--- src/rtl/hdw_pkg.sv ---
// Package: shared encodings for the host data window.
// Assumes a 16-bit configuration word whose field positions are fixed.
package hdw_pkg;

    typedef enum logic [1:0] {
        SEL_DATA = 2'd0,
        SEL_ADDR = 2'd1,
        SEL_CFG  = 2'd2,
        SEL_STAT = 2'd3
    } hdw_sel_e;

    typedef enum logic [1:0] {
        ST_IDLE  = 2'd0,
        ST_FETCH = 2'd1,
        ST_WRITE = 2'd2
    } hdw_state_e;

    localparam logic [2:0] RGN_DATA = 3'd0;
    localparam logic [2:0] RGN_REGS = 3'd1;
    localparam logic [2:0] RGN_PROG = 3'd5;
    localparam logic [2:0] RGN_EXT  = 3'd7;

    localparam int CFG_STEP_BIT = 1;
    localparam int CFG_LEN_LO   = 2;
    localparam int CFG_RUN_BIT  = 4;
    localparam int CFG_RGN_LO   = 12;

    // Only four region codes lead to a real memory access.
    function automatic logic region_ok(input logic [2:0] r);
        return (r == RGN_DATA) || (r == RGN_REGS) || (r == RGN_PROG) || (r == RGN_EXT);
    endfunction

endpackage

--- src/rtl/hdw_fifo.sv ---
// Module: hdw_fifo
// Synchronous queue of DEPTH words with a flush input. A flush wins over a
// push in the same cycle. The caller never pushes when full and never pops
// when empty.
module hdw_fifo #(
    parameter int DW    = 16,
    parameter int DEPTH = 16,
    localparam int PW   = $clog2(DEPTH),
    localparam int CW   = PW + 1
) (
    input  logic          clk,
    input  logic          rst_n,
    input  logic          push,
    input  logic [DW-1:0] din,
    input  logic          pop,
    input  logic          flush,
    output logic [DW-1:0] head,
    output logic          empty,
    output logic          full,
    output logic [CW-1:0] count
);
    logic [DW-1:0] store [DEPTH];
    logic [PW-1:0] wp_q, rp_q;
    logic [CW-1:0] cnt_q;

    // Pointer and occupancy update.
    always_ff @(posedge clk) begin
        if (!rst_n || flush) begin
            wp_q  <= '0;
            rp_q  <= '0;
            cnt_q <= '0;
        end else begin
            if (push) wp_q <= wp_q + 1'b1;
            if (pop)  rp_q <= rp_q + 1'b1;
            cnt_q <= cnt_q + CW'(push) - CW'(pop);
        end
    end

    // Word storage.
    always_ff @(posedge clk) begin
        if (push && !flush) store[wp_q] <= din;
    end

    assign head  = store[rp_q];
    assign empty = (cnt_q == '0);
    assign full  = (cnt_q == CW'(DEPTH));
    assign count = cnt_q;
endmodule

--- src/rtl/hdw_prefetch_ctl.sv ---
// Module: hdw_prefetch_ctl
// Keeps the remaining word count of a read transfer. A start loads it from
// the length code, a cancel clears it, and each fetched word lowers it by one.
// Continuous mode keeps a flag and never counts down.
module hdw_prefetch_ctl #(
    parameter int DEPTH     = 16,
    parameter int SHORT_LEN = 8,
    localparam int CW       = $clog2(DEPTH) + 1
) (
    input  logic       clk,
    input  logic       rst_n,
    input  logic       start,
    input  logic       cancel,
    input  logic [1:0] len_code,
    input  logic       word_done,
    output logic       pending
);
    logic [CW-1:0] rem_q;
    logic          cont_q;

    // Remaining count and continuous flag.
    always_ff @(posedge clk) begin
        if (!rst_n || cancel) begin
            rem_q  <= '0;
            cont_q <= 1'b0;
        end else if (start) begin
            cont_q <= (len_code == 2'd3);
            unique case (len_code)
                2'd0:    rem_q <= CW'(1);
                2'd1:    rem_q <= CW'(SHORT_LEN);
                2'd2:    rem_q <= CW'(DEPTH);
                default: rem_q <= '0;
            endcase
        end else if (word_done && !cont_q && rem_q != '0) begin
            rem_q <= rem_q - 1'b1;
        end
    end

    assign pending = cont_q || (rem_q != '0);
endmodule

--- src/rtl/host_data_window.sv ---
// Module: host_data_window
// Host-side window into the coprocessor memories: address and configuration
// registers, a data port that forwards writes, and read prefetch into a
// queue. Assumes the host holds hst_req until hst_ack and the memory holds
// mem_ack for one cycle only. DW must be at least 16 (configuration layout).
module host_data_window #(
    parameter int DW       = 16,
    parameter int AW       = 16,
    parameter int DEPTH    = 16,
    parameter int REGSP_AW = 11
) (
    input  logic          clk,
    input  logic          rst_n,
    input  logic          hst_req,
    input  logic          hst_we,
    input  logic [1:0]    hst_sel,
    input  logic [DW-1:0] hst_wdata,
    output logic          hst_ack,
    output logic [DW-1:0] hst_rdata,
    output logic          irq,
    output logic          mem_req,
    output logic          mem_we,
    output logic [2:0]    mem_region,
    output logic [AW-1:0] mem_addr,
    output logic [DW-1:0] mem_wdata,
    input  logic          mem_ack,
    input  logic [DW-1:0] mem_rdata
);
    import hdw_pkg::*;

    localparam int CW = $clog2(DEPTH) + 1;

    hdw_state_e    st_q;
    logic [AW-1:0] addr_q, tgt_addr, maddr_q;
    logic [DW-1:0] cfg_q, rdata_q, wdata_q, status, fifo_din, fifo_head;
    logic [2:0]    rgn, mrgn_q;
    logic          rgn_ok, ack_q, irq_q;
    logic          fifo_push, fifo_pop, fifo_flush, fifo_empty, fifo_full;
    logic [CW-1:0] fifo_cnt;
    logic          pf_start, pf_cancel, pf_pending;
    logic          data_rd, rd_wait, accept, launch, cfg_wr, data_wr_go;
    logic          fetch_ack, write_ack, step;
    hdw_sel_e      sel;

    assign sel      = hdw_sel_e'(hst_sel);
    assign rgn      = cfg_q[CFG_RGN_LO +: 3];
    assign rgn_ok   = region_ok(rgn);
    assign tgt_addr = (rgn == RGN_REGS) ? AW'(addr_q[REGSP_AW-1:0]) : addr_q;

    // Host arbitration: a data read waits while the queue is empty and words remain.
    assign data_rd    = hst_req && !hst_we && (sel == SEL_DATA);
    assign rd_wait    = data_rd && fifo_empty && pf_pending;
    assign accept     = hst_req && (st_q == ST_IDLE) && !ack_q && !rd_wait;
    assign launch     = (st_q == ST_IDLE) && !accept && pf_pending && !fifo_full;
    assign cfg_wr     = accept && hst_we && (sel == SEL_CFG);
    assign data_wr_go = accept && hst_we && (sel == SEL_DATA) && rgn_ok;
    assign pf_start   = cfg_wr && hst_wdata[CFG_RUN_BIT];
    assign pf_cancel  = cfg_wr && !hst_wdata[CFG_RUN_BIT];
    assign fetch_ack  = (st_q == ST_FETCH) && mem_ack;
    assign write_ack  = (st_q == ST_WRITE) && mem_ack;
    assign step       = (fetch_ack || write_ack) && cfg_q[CFG_STEP_BIT];

    // Queue feed: fetched words, or zero for a fetch from an unused region.
    assign fifo_push  = fetch_ack || (launch && !rgn_ok);
    assign fifo_din   = fetch_ack ? mem_rdata : '0;
    assign fifo_pop   = accept && data_rd && !fifo_empty;
    assign fifo_flush = pf_cancel;

    // Status word assembly.
    always_comb begin
        status    = '0;
        status[8] = 1'b1;
        status[6] = !fifo_empty;
        status[5] = fifo_full;
        status[0] = !fifo_empty;
    end

    hdw_fifo #(.DW(DW), .DEPTH(DEPTH)) u_fifo (
        .clk(clk), .rst_n(rst_n), .push(fifo_push), .din(fifo_din),
        .pop(fifo_pop), .flush(fifo_flush), .head(fifo_head),
        .empty(fifo_empty), .full(fifo_full), .count(fifo_cnt)
    );

    hdw_prefetch_ctl #(.DEPTH(DEPTH), .SHORT_LEN(DEPTH / 2)) u_pf (
        .clk(clk), .rst_n(rst_n), .start(pf_start), .cancel(pf_cancel),
        .len_code(hst_wdata[CFG_LEN_LO +: 2]), .word_done(fifo_push),
        .pending(pf_pending)
    );

    // Memory access sequencer and latched request fields.
    always_ff @(posedge clk) begin
        if (!rst_n) begin
            st_q    <= ST_IDLE;
            maddr_q <= '0;
            mrgn_q  <= '0;
            wdata_q <= '0;
        end else begin
            unique case (st_q)
                ST_IDLE: begin
                    if (data_wr_go) begin
                        st_q    <= ST_WRITE;
                        maddr_q <= tgt_addr;
                        mrgn_q  <= rgn;
                        wdata_q <= hst_wdata;
                    end else if (launch && rgn_ok) begin
                        st_q    <= ST_FETCH;
                        maddr_q <= tgt_addr;
                        mrgn_q  <= rgn;
                    end
                end
                default: if (mem_ack) st_q <= ST_IDLE;
            endcase
        end
    end

    // Address and configuration registers.
    always_ff @(posedge clk) begin
        if (!rst_n) begin
            addr_q <= '0;
            cfg_q  <= '0;
        end else begin
            if (accept && hst_we && sel == SEL_ADDR) addr_q <= AW'(hst_wdata);
            else if (step)                           addr_q <= addr_q + 1'b1;
            if (cfg_wr) cfg_q <= hst_wdata;
        end
    end

    // Host response and interrupt pulse.
    always_ff @(posedge clk) begin
        if (!rst_n) begin
            ack_q   <= 1'b0;
            rdata_q <= '0;
            irq_q   <= 1'b0;
        end else begin
            ack_q <= (accept && !data_wr_go) || write_ack;
            irq_q <= pf_start || write_ack || (fifo_pop && fifo_cnt > CW'(1));
            if (accept && !hst_we) begin
                unique case (sel)
                    SEL_DATA: rdata_q <= fifo_empty ? '0 : fifo_head;
                    SEL_ADDR: rdata_q <= DW'(addr_q);
                    SEL_CFG:  rdata_q <= cfg_q;
                    default:  rdata_q <= status;
                endcase
            end
        end
    end

    assign hst_ack    = ack_q;
    assign hst_rdata  = rdata_q;
    assign irq        = irq_q;
    assign mem_req    = (st_q != ST_IDLE);
    assign mem_we     = (st_q == ST_WRITE);
    assign mem_region = mrgn_q;
    assign mem_addr   = maddr_q;
    assign mem_wdata  = wdata_q;
endmodule

--- config.mk ---
export PLATFORM = sky130hd
export DESIGN_NAME = host_data_window
export DESIGN_NICKNAME = d
export VERILOG_FILES = /design/src/rtl/hdw_pkg.sv /design/src/rtl/hdw_fifo.sv /design/src/rtl/hdw_prefetch_ctl.sv /design/src/rtl/host_data_window.sv
export SDC_FILE = /design/constraint.sdc
export NUM_CORES = 1
export LEC_CHECK = 0
export ABC_AREA = 0
export CORE_MARGIN = 2
export CORE_UTILIZATION = 50
export DETAILED_ROUTE_END_ITERATION = 6
export PLACE_DENSITY = 0.75
export SLEW_MARGIN = 10
export SYNTH_ARGS = -nofsm -noshare
export SYNTH_HDL_FRONTEND = slang
export SYNTH_SLANG_ARGS = --single-unit
--- constraint.sdc ---
create_clock -name clk -period 2.9 [get_ports clk]
set_clock_uncertainty 0.1 [all_clocks]
set_input_delay 0.29 -clock clk [delete_from_list [all_inputs] [get_ports clk]]
set_output_delay 0.29 -clock clk [all_outputs]
set_load 0.01 [all_outputs]
; ---- Word-level counts from Yosys, hierarchy flattened
; Memory sizes are Yosys's and may differ from the RTL's. A register that Yosys moved wholly into a read port is not among the register bits.
; Cells that the tools add are included.
[classes]
add_sub_neg = 6
magnitude_cmp = 1
n_eq_ne = 12
muxes = 21
n_reduce_logical = 66
[op_table]
columns = operator, count
row1 = $mux W16, 7
row2 = $pmux W16 S3, 1
row3 = $logic_and A1 B1 Y1, 30
row4 = $add A16 B1 Y16 const B, 1
row5 = $pmux W5 S3, 1
row6 = $logic_not A1 Y1, 12
row7 = $logic_or A1 B1 Y1, 10
row8 = $mux W5, 2
row9 = $reduce_bool A2 Y1, 5
row10 = $add A4 B1 Y4 const B, 2
row11 = $eq A2 B2 Y1 const B, 4
row12 = $mux W2, 4
row13 = $mux W4, 2
row14 = $eq A2 B1 Y1 const B, 3
row15 = $eq A3 B3 Y1 const B, 2
row16 = $logic_not A2 Y1, 3
row17 = $mux W3, 2
row18 = $reduce_and A2 Y1, 3
row19 = $add A5 B1 Y5, 1
row20 = $eq A5 B5 Y1 const B, 1
row21 = $gt A5 B1 Y1 const B, 1
row22 = $logic_not A5 Y1, 1
row23 = $reduce_bool A5 Y1, 1
row24 = $sub A5 B1 Y5, 1
row25 = 5 further kinds, 6
[totals]
reg_bits = 106
ram_bits = 256
inputBits = 39
out_inout_bits = 55
word_cells = 121
n_memories = 1
[mem_list]
columns = name, words, width, read_ports, rd_ports_with_merged_regs, write_ports, line_no
row1 = u_fifo.store, 16, 16, 1, 1, 1, hdw_fifo.sv:22  ; logic [DW-1:0] store [DEPTH];

; ---- Longest topological paths before layout
; Gate-level depths: netlist of the first run.
[depth]
depth_word = 17
mapped_depth = 16
mapped_depth_nobuf = 14

; ---- Modules after synthesis
; From an unflattened synthesis of the first run, not the netlist that was laid out.
[hier_totals]
cells_unflattened = 1039
area_unflattened_um2 = 14824.2
[modules_own_cells]
columns = module, n_inst, cells_each, area_each_um2, seq_area_each_um2
row1 = hdw_fifo, 1, 494, 10533.9, 8027.7
row2 = host_data_window, 1, 505, 3952.5, 1741.7
row3 = hdw_prefetch_ctl, 1, 40, 337.8, 120.1

; ---- Worst setup path after synthesis of the first run
; No wires, ideal clock.
[synth_path]
path_kind = flip-flop to flip-flop
from = register u_fifo.cnt_q[2] (netlist: u_fifo.count[2])
to = memory u_fifo.store[8][0], enable pin
setup_ns = 0.388
arrival_ns = 2.481
required_time_ns = 2.412
slack_ns = -0.069
stages_incl_launch_ff = 11
path_buffers = 2
cell_sequence = dfxtp_1 > inv_1 > ha_1 > or4b_1 > buf_2 > o21ai_2 > a31oi_4 > inv_2 > buf_6 > nand2_1 > nor2_1
[synth_between]
elab_chain_cells = 14
[synth_lines]
columns = item, line_no
row1 = from (decl), hdw_fifo.sv:24  ; logic [CW-1:0] cnt_q;
row2 = from (signal assigned), hdw_fifo.sv:35  ; cnt_q <= cnt_q + CW'(push) - CW'(pop);
row3 = $logic_not A5 Y1, hdw_fifo.sv:45  ; assign empty = (cnt_q == '0);
row4 = $logic_and A1 B1 Y1 (2 in series), host_data_window.sv:52  ; assign rd_wait = data_rd && fifo_empty && pf_pending;
row5 = $logic_not A1 Y1, host_data_window.sv:53  ; assign accept = hst_req && (st_q == ST_IDLE) && !ack_q && !rd_wait;
row6 = $logic_and A1 B1 Y1, host_data_window.sv:53
row7 = $logic_not A1 Y1, host_data_window.sv:54  ; assign launch = (st_q == ST_IDLE) && !accept && pf_pending && !fifo_full;
row8 = $logic_and A1 B1 Y1 (3 in series), host_data_window.sv:54
row9 = $logic_and A1 B1 Y1, host_data_window.sv:64  ; assign fifo_push = fetch_ack || (launch && !rgn_ok);
row10 = $logic_or A1 B1 Y1, host_data_window.sv:64
row11 = $logic_and A1 B1 Y1 *, hdw_fifo.sv:41  ; if (push && !flush) store[wp_q] <= din;
row12 = $mux W1 *, hdw_fifo.sv:41
row13 = $mux W1 (implied by the code) *, hdw_fifo.sv:41
row14 = to (decl), hdw_fifo.sv:22
; Every way passes the cells marked *; elsewhere a longest branch is shown, timed or not.

; ---- Worst setup path in the final report of the first run
[layout_path]
from = register u_fifo.cnt_q[2] (netlist: u_fifo.count[2])
to = register u_fifo.cnt_q[4] (netlist: u_fifo.count[4])
[layout_between]
elab_chain_cells = 13
[layout_lines]
columns = item, line_no
row1 = $logic_not A5 Y1, hdw_fifo.sv:45
row2 = $logic_and A1 B1 Y1 (2 in series), host_data_window.sv:52
row3 = $logic_not A1 Y1, host_data_window.sv:53
row4 = $logic_and A1 B1 Y1, host_data_window.sv:53
row5 = $logic_not A1 Y1, host_data_window.sv:54
row6 = $logic_and A1 B1 Y1 (3 in series), host_data_window.sv:54
row7 = $logic_and A1 B1 Y1, host_data_window.sv:64
row8 = $logic_or A1 B1 Y1, host_data_window.sv:64
row9 = $add A5 B1 Y5, hdw_fifo.sv:35
row10 = $sub A5 B1 Y5, hdw_fifo.sv:35
; Parallel ways exist; a longest one is shown, timed or not.
; A chain may end at the register's enable or synchronous reset.

==> parameters.txt, run 1 <==
Parameter                              Value

Detailed routing
  Number of DRC violations after detailed-routing iteration 0 ... 1109
  Total via count after detailed routing ... ~9.4k
  First-pass iteration count of the detailed router ... 5
  Via-to-Cell Ratio ... 5.86
  Number of remaining DRC errors ... 0
  Number of antenna-violating nets in the routed design ... 0
  Detailed-route wire length ... 35400 um
  Average wire per cell in the routed design ... 22.0 um

Hold path
  Type of the tightest min-delay check ... in2reg

CTS
  CTS sink count ... 366
  CTS clk-pin slew, worst paths ... 60 ps
  H-tree lvl count ... 2
  Root cell of the clock tree ... clkbuf_16
  Buffer levels on the longest clock path ... 3
  Hold Buf Count CTS ... 0
  Clock network latency to the later pin of the worst-skew pair ... 540 ps
  Inserted Clock Buffers ... 37
  Number of buffers added for setup after CTS ... 0
  CTS tree ... built

Synthesis
  Post-Synthesis Cells ... 1058
  Dominant register cell in the synthesized netlist ... edfxtp_1
  Share of flip-flops with an asynchronous set or reset ... 0%
  Biggest area contributors in the synthesized netlist ... edfxtp_1 (52%), dfxtp_1 (15%), mux4_2 (9.7%)
  Post-synthesis sequential element count ... 366
  Share of the synthesized area in the top cell type ... 51.6%
  Portion of the post-synthesis area used by sequential elements ... between 60% and 70%
  Post-synth EDFFs ... 256
  Netlist area before placement ... 14900 um2
  Most repeated cell in the gate-level netlist after synthesis ... edfxtp_1
  Syn_area_per_cell ... 14.1 um2
  Cell taking the most area after synthesis ... edfxtp_1
  Cell types with the highest counts after synthesis ... edfxtp_1 (256), nand2_1 (154), dfxtp_1 (110)
  Syn_nets ... 1114
  Yosys Warn Count ... 0
  Library cells used by synthesis ... 75

Pwr
  Net switching power ... between 2 and 2.5 mW
  Static power due to leakage ... 5.96 nW
  Sequential share of power ... 52.3%
  Portion of total power attributed to the clock network ... 41.7%
  Power per cell area ... approximately 600 nW/um2
  Part of the total power dissipated in combinational logic ... 6.0%
  Peak ir drop on the vdd network ... 0.358 mV
  Total internal power ... 8.42 mW
  Switching part of the total ... 21.7%

Floorplan
  Height of the chip ... 177 um
  Number of core rows ... 63
  Area enclosed by the die boundary ... 31200 um2
  Die width ... 177 um
  Number of top-level pins ... 94
  Initial core utilization ... around half
  Core footprint ... roughly 29000 um2

Worst setup path
  Kind of end point of the critical path ... flip-flop
  Register-to-register path setup slack ... between 150 and 200 ps
  Startpoint type of the worst setup path ... flip-flop
  Worst Path Arrival ... 3060 ps
  Data required, critical path ... 3210 ps
  Crit Path Category ... reg2reg
  Largest driver fanout on the critical path ... 4
  Cell with the largest stage delay on the worst path ... or4b_4
  Combined buffer and inverter count along the critical path ... 3
  Most common cell on crit path ... nor2_1
  Biggest cell delay along the critical path ... just over 500 ps
  Worst path top cell family by delay ... simple AND/OR/NAND/NOR gates
  Cells along the critical path ... inv_1, ha_2, or4b_4, o21ai_4, a31oi_4, inv_2, ha_1, inv_1, fa_1, nor2_1, nor2_1, nor2_1, or3_1, a21oi_1

Timing
  Highest clock frequency the design can meet ... 364 MHz
  Least-Margin Pin Slew ... between 700 and 800 ps
  Final number of max-transition violations ... 0
  Final period util ... 94.8%
  Setup slack after layout ... between 150 and 200 ps
  Max-slew headroom at the worst pin ... 52.9%
  Final min period ... 2750 ps
  Final Hold Violating Endpoints ... 0
  Final setup violation count ... 0

GRT
  Tot GR Track Use ... 23.1%
  Pin count of the biggest net entering global routing ... 66
  Remaining global-route overflow ... 0
  Number of antenna violations at the first check in global routing ... 1
  Number of global-route vias before repair ... 9188
  First-pass GRT wire length ... roughly 55000 um

Cells and area
  Total Nets Final ... 1251
  Fillers ... 2194
  Finished layout cell area ... 17900 um2
  Footprint of the multi-input gates ... 4650 um2
  Final core area utilization ... about three fifths
  Area added between synthesis and finish ... 20.1%
  Share of layout cells above drive strength 1 ... between 15 and 20%
  # diodes ... 0
  Sequential cell area ... ~9900 um2

Placement
  Weighted congestion reported at the end of routability-driven placement ... 0.884
  HPWL reported at the end of detailed placement ... around 23000 um
  Quantity of I/O buffers inserted on ports ... 93
  Worst setup slack after placement ... -250 ps
  Cell area after placement ... 16800 um2

Flow run
  Number of maximum-capacitance violations ... 0

Status
  Result of the run ... finished, final reports clean
[worst min-delay path, delay by kind of cell]
kind,cells,cell delay [ps]
simple gates,1,80
buf+inv,1,460
compound gates,1,50
[state kept, by name (all words and copies together), names as in the netlist, named ones only]
name          flops
hst_ack           1
st_q              2
u_pf.rem_q        5
mem_region        3
u_fifo.wp_q       4
mem_addr         16
mem_wdata        16
u_fifo.count      5
irq               1
u_fifo.store    256
addr_q           16
cfg_q            16
hst_rdata        16
u_pf.cont_q       1
u_fifo.rp_q       4
[cells by family (layout without fill, tap and decap cells)]
kind of cell	after synthesis	after routing	synth area share [%]
buffers and inverters	85	249	2.61
XOR/XNOR	15	15	0.881
multiplexers	84	84	11.0
flip-flops	366	366	66.3
adder cells (fa/ha/maj)	17	17	1.48
AND/OR/NAND/NOR	306	306	9.80
AO/OA/AOI/OAI	185	185	7.87
[area by class of cell]
| cell class | count | area share [%] |
|---|---|---|
| tap | 390 | 2.72 |
| clock inverter | 17 | 0.726 |
| inverter | 27 | 0.566 |
| multi-input combinational | 607 | 25.9 |
| sequential | 366 | 55.2 |
| timing repair buffer | 156 | 9.16 |
| clock buffer | 49 | 5.64 |
[repair_timing]
item	in CTS	in global routing
gates resized for setup	0	3
endpoints found under the hold margin	0	0
endpoints found under the setup margin	0	1
[power by group through the flow]
stage	combinational (mW)	sequential, mW	clock, mW
6_report	0.650	5.62	4.48
5_1_grt	0.703	5.63	4.76
4_1_cts	0.633	5.62	4.57
3_5_place_dp	0.629	5.73	0
3_3_place_gp	0.620	5.73	0
2_1_floorplan	0.361	5.73	0
[worst paths after layout]
kind                        start               to  cells past startpoint
setup / recovery  u_fifo.count[2]  u_fifo.count[4]                     14
hold / removal       hst_wdata[5]     mem_wdata[5]                      3
setup reg to reg  u_fifo.count[2]  u_fifo.count[4]                     14
hold reg to reg      mem_wdata[6]     mem_wdata[6]                      2
[layer usage]
metal	global-route usage [%]	routed length, um
met1	32.2	14500
met5	0	12
met2	37.4	17000
met4	7.54	1050
met3	3.54	2750
[per-stage QoR]
| step | hold slack [ps] | cells | power (mW) | TNS [ps] |
|---|---|---|---|---|
| 5_1_grt | 312 | 1612 | 11.1 | -8.22 |
| 4_1_cts | 291 | 1612 | 10.8 | 0 |
| 3_3_place_gp | 340 | 1546 | 6.35 | -12650 |
| 6_report | 309 | 1612 | 10.8 | 0 |
| 2_1_floorplan | 326 | 1058 | 6.09 | -15540 |
| 3_5_place_dp | 344 | 1546 | 6.36 | -13060 |
[cells in the final DEF, fill, tap and decap left out, types with 16 or more instances in the layout]
cell	n
edfxtp_1	256
nand2_1	154
dfxtp_1	108
clkdlybuf4s50_1	93
a21oi_1	91
mux4_2	64
nor2_1	58
buf_4	44
clkbuf_16	37
o21ai_0	26
inv_1	24
buf_12	19
nand3_1	18
mux2i_1	17
and2_1	16
No activity file was read; power rests on OpenSTA's default activity.
==> inputs of run 2 (changes only) <==
--- a/config.mk
+++ b/config.mk
@@ -10,7 +10,7 @@
 export CORE_UTILIZATION = 50
 export DETAILED_ROUTE_END_ITERATION = 6
 export PLACE_DENSITY = 0.75
-export SLEW_MARGIN = 10
+export SLEW_MARGIN = 20
 export SYNTH_ARGS = -nofsm -noshare
 export SYNTH_HDL_FRONTEND = slang
 export SYNTH_SLANG_ARGS = --single-unit
==> results of run 2 <==
No change in the layout: final DEF, timing and power equal those of run 1.
==> inputs of run 3 (changes only) <==
--- a/config.mk
+++ b/config.mk
@@ -9,7 +9,7 @@
 export CORE_MARGIN = 2
 export CORE_UTILIZATION = 50
 export DETAILED_ROUTE_END_ITERATION = 6
-export PLACE_DENSITY = 0.75
+export PLACE_DENSITY = 0.76
 export SLEW_MARGIN = 20
 export SYNTH_ARGS = -nofsm -noshare
 export SYNTH_HDL_FRONTEND = slang
==> run 3 against run 2 <==
Against the previous run:
- flip-flop and latch count is the same
- final area up 0.21%
- via count increased by 0.96%
- combinational power grew 3%
- first-iteration DRC count grew 11%
- critical path type is now in2reg
- largest power group unchanged
==> parameters.txt, run 3 (synthesis results as in run 1) <==
Parameter                              Value

Status
  Result of the run ... finished, final reports clean

CTS
  Root cell of the clock tree ... clkbuf_16
  Buffer levels on the longest clock path ... 3
  CTS sink count ... 366
  CTS tree ... built
  H-tree lvl count ... 2
  CTS clk-pin slew, worst paths ... 60 ps
  Inserted Clock Buffers ... 37
  Number of buffers added for setup after CTS ... 0
  Hold Buf Count CTS ... 0
  Clock network latency to the later pin of the worst-skew pair ... 520 ps

Worst setup path
  Data required, critical path ... 3210 ps
  Beginning of the critical path ... hst_req
  Worst Path Arrival ... 3020 ps
  Register-to-register path setup slack ... ~210 ps
  Largest driver fanout on the critical path ... 4
  Origin of the critical flop-to-flop path ... st_q[1]
  Kind of end point of the critical path ... flip-flop
  Crit Reg-Reg Endpoint ... u_fifo.count[4]
  Worst setup path endpoint ... u_fifo.count[4]
  Startpoint type of the worst setup path ... input port
  R2r worst-path depth ... 12
  Crit Path Category ... in2reg

Pwr
  Power per cell area ... 607 nW/um2
  Switching part of the total ... between 20% and 30%
  Post-layout power ... 10.9 mW
  Portion of total power attributed to the clock network ... 42.2%
  Peak ir drop on the vdd network ... 0.370 mV
  Total internal power ... 8.53 mW
  Net switching power ... 2.37 mW
  Sequential share of power ... 51.7%
  Static power due to leakage ... between 6 and 7 nW
  Part of the total power dissipated in combinational logic ... between 6 and 7%

Cells and area
  Number of flip-flops under the largest register name ... 256
  Fillers ... approximately 2.2k
  # diodes ... 0
  Most flop-heavy register ... u_fifo.store
  Share of layout cells above drive strength 1 ... 18.0%
  Total Nets Final ... 1264
  Highest-count cells in the layout ignoring fill and taps ... edfxtp_1 (256), nand2_1 (154), dfxtp_1 (108)
  Area added between synthesis and finish ... 20.4%
  Most common cell after layout, fill and taps aside ... edfxtp_1
  Finished layout cell area ... 17900 um2

Floorplan
  Die width ... 177 um
  Number of top-level pins ... 94
  Initial core utilization ... 50.6%
  Number of core rows ... 63
  Area enclosed by the die boundary ... between 30000 and 40000 um2
  Height of the chip ... 177 um
  Core footprint ... 29500 um2

Timing
  Final Hold Violating Endpoints ... 0
  Final min period ... 2710 ps
  Max-slew headroom at the worst pin ... between 50% and 60%
  Highest clock frequency the design can meet ... between 300 and 400 MHz
  Final setup violation count ... 0
  Worst-case hold slack ... 322 ps
  Final number of max-transition violations ... 0
  Setup TNS ... 0 ps
  Final period util ... between 90% and 100%
  Setup slack after layout ... 188 ps
  Unrepaired setup endpoints after global routing ... no
  Least-Margin Pin Slew ... a little under 700 ps

GRT
  Pin count of the biggest net entering global routing ... 52
  Number of antenna violations at the first check in global routing ... 0
  Tot GR Track Use ... 23.7%
  Number of global-route vias before repair ... 9544
  Remaining global-route overflow ... 0
  First-pass GRT wire length ... 55800 um

Hold path
  Type of the tightest min-delay check ... in2reg
  Number of cells traversed by the worst hold path ... 3

Placement
  Worst setup slack after placement ... -279 ps
  HPWL reported at the end of detailed placement ... 24300 um
  Weighted congestion reported at the end of routability-driven placement ... 0.940
  Quantity of I/O buffers inserted on ports ... 93
  Cell area after placement ... 16700 um2

Detailed routing
  Total via count after detailed routing ... 9540
  First-pass iteration count of the detailed router ... 5
  Detailed-route wire length ... 36400 um
  Average wire per cell in the routed design ... 22.4 um
  Number of remaining DRC errors ... 0
  Number of antenna-violating nets in the routed design ... 0
  Number of DRC violations after detailed-routing iteration 0 ... between 1k and 1.5k
  Via-to-Cell Ratio ... 5.86

Flow run
  Number of maximum-capacitance violations ... 0
run 3: changes by cell type in the layout (fill, tap and decap cells not counted), moves of 2 or more:
cell and change:
clkbuf_1 -2, buf_4 +22, clkinv_2 +2, buf_12 -9, clkinv_1 +2, clkbuf_8 -2
run 3: worst max-delay path, stage by stage:
cell             delay, ps
clkdlybuf4s50_1        600
or4b_4                 510
nor3_2                 230
ha_1                   270
inv_1                   80
ha_1                   170
inv_1                   60
fa_1                   380
nor2_1                 110
nor2_1                  50
nor2_1                 100
or3_1                  120
a21oi_1                 60
run 3: metrics by stage:
step	utilization (%)	cells
after floorplan	-	1058
after global placement	56.8	1559
after detailed placement	56.8	1559
after CTS	60.8	1627
after global routing	60.9	1627
final	60.9	1627
run 3: worst min-delay path by stage:
stage                        startpoint            end  slack, ps
after floorplan            hst_wdata[5]       cfg_q[5]        330
after global placement     mem_addr[15]   mem_addr[15]        340
after detailed placement  mem_region[0]  mem_region[0]        340
after CTS                  hst_wdata[8]   mem_wdata[8]        310
after global routing       hst_wdata[8]   mem_wdata[8]        320
final                      hst_wdata[0]   mem_wdata[0]        320
run 3: timing repair:
item,4_1_cts,5_1_grt
endpoints found under the setup margin,0,1
resized for setup,0,6
endpoints found under the hold margin,0,0
run 3: area by class of cell:
| class | count | area (um2) | share of cell area, % |
|---|---|---|---|
| Timing Repair Buffer | 169 | 1630 | 9.06 |
| Clock inverter | 22 | 174 | 0.969 |
| Inverter | 27 | 101 | 0.565 |
| Sequential cell | 366 | 9890 | 55.1 |
| Tap cell | 390 | 488 | 2.72 |
| Clock buffer | 46 | 1000 | 5.58 |
| Multi-Input combinational cell | 607 | 4660 | 26.0 |
run 3: power groups by stage:
stage | logic, mW | clock network [mW] | registers, mW
finish | 0.668 | 4.60 | 5.63
global placement | 0.623 | 0 | 5.73
floorplan | 0.361 | 0 | 5.73
CTS | 0.640 | 4.66 | 5.62
detailed placement | 0.634 | 0 | 5.74
global route | 0.723 | 4.86 | 5.63
run 3: layer usage:
| layer | wire, um | track usage, % | share of wire, % | vias up |
|---|---|---|---|---|
| li1 | - | - | - | 4284 |
| met1 | 14800 | 31.6 | 41 | 4694 |
| met2 | 17500 | 38.7 | 48 | 482 |
| met3 | 3110 | 5.07 | 8.5 | 80 |
| met4 | 1050 | 8.13 | 2.9 | 0 |
| met5 | 0 | 0 | 0 | - |
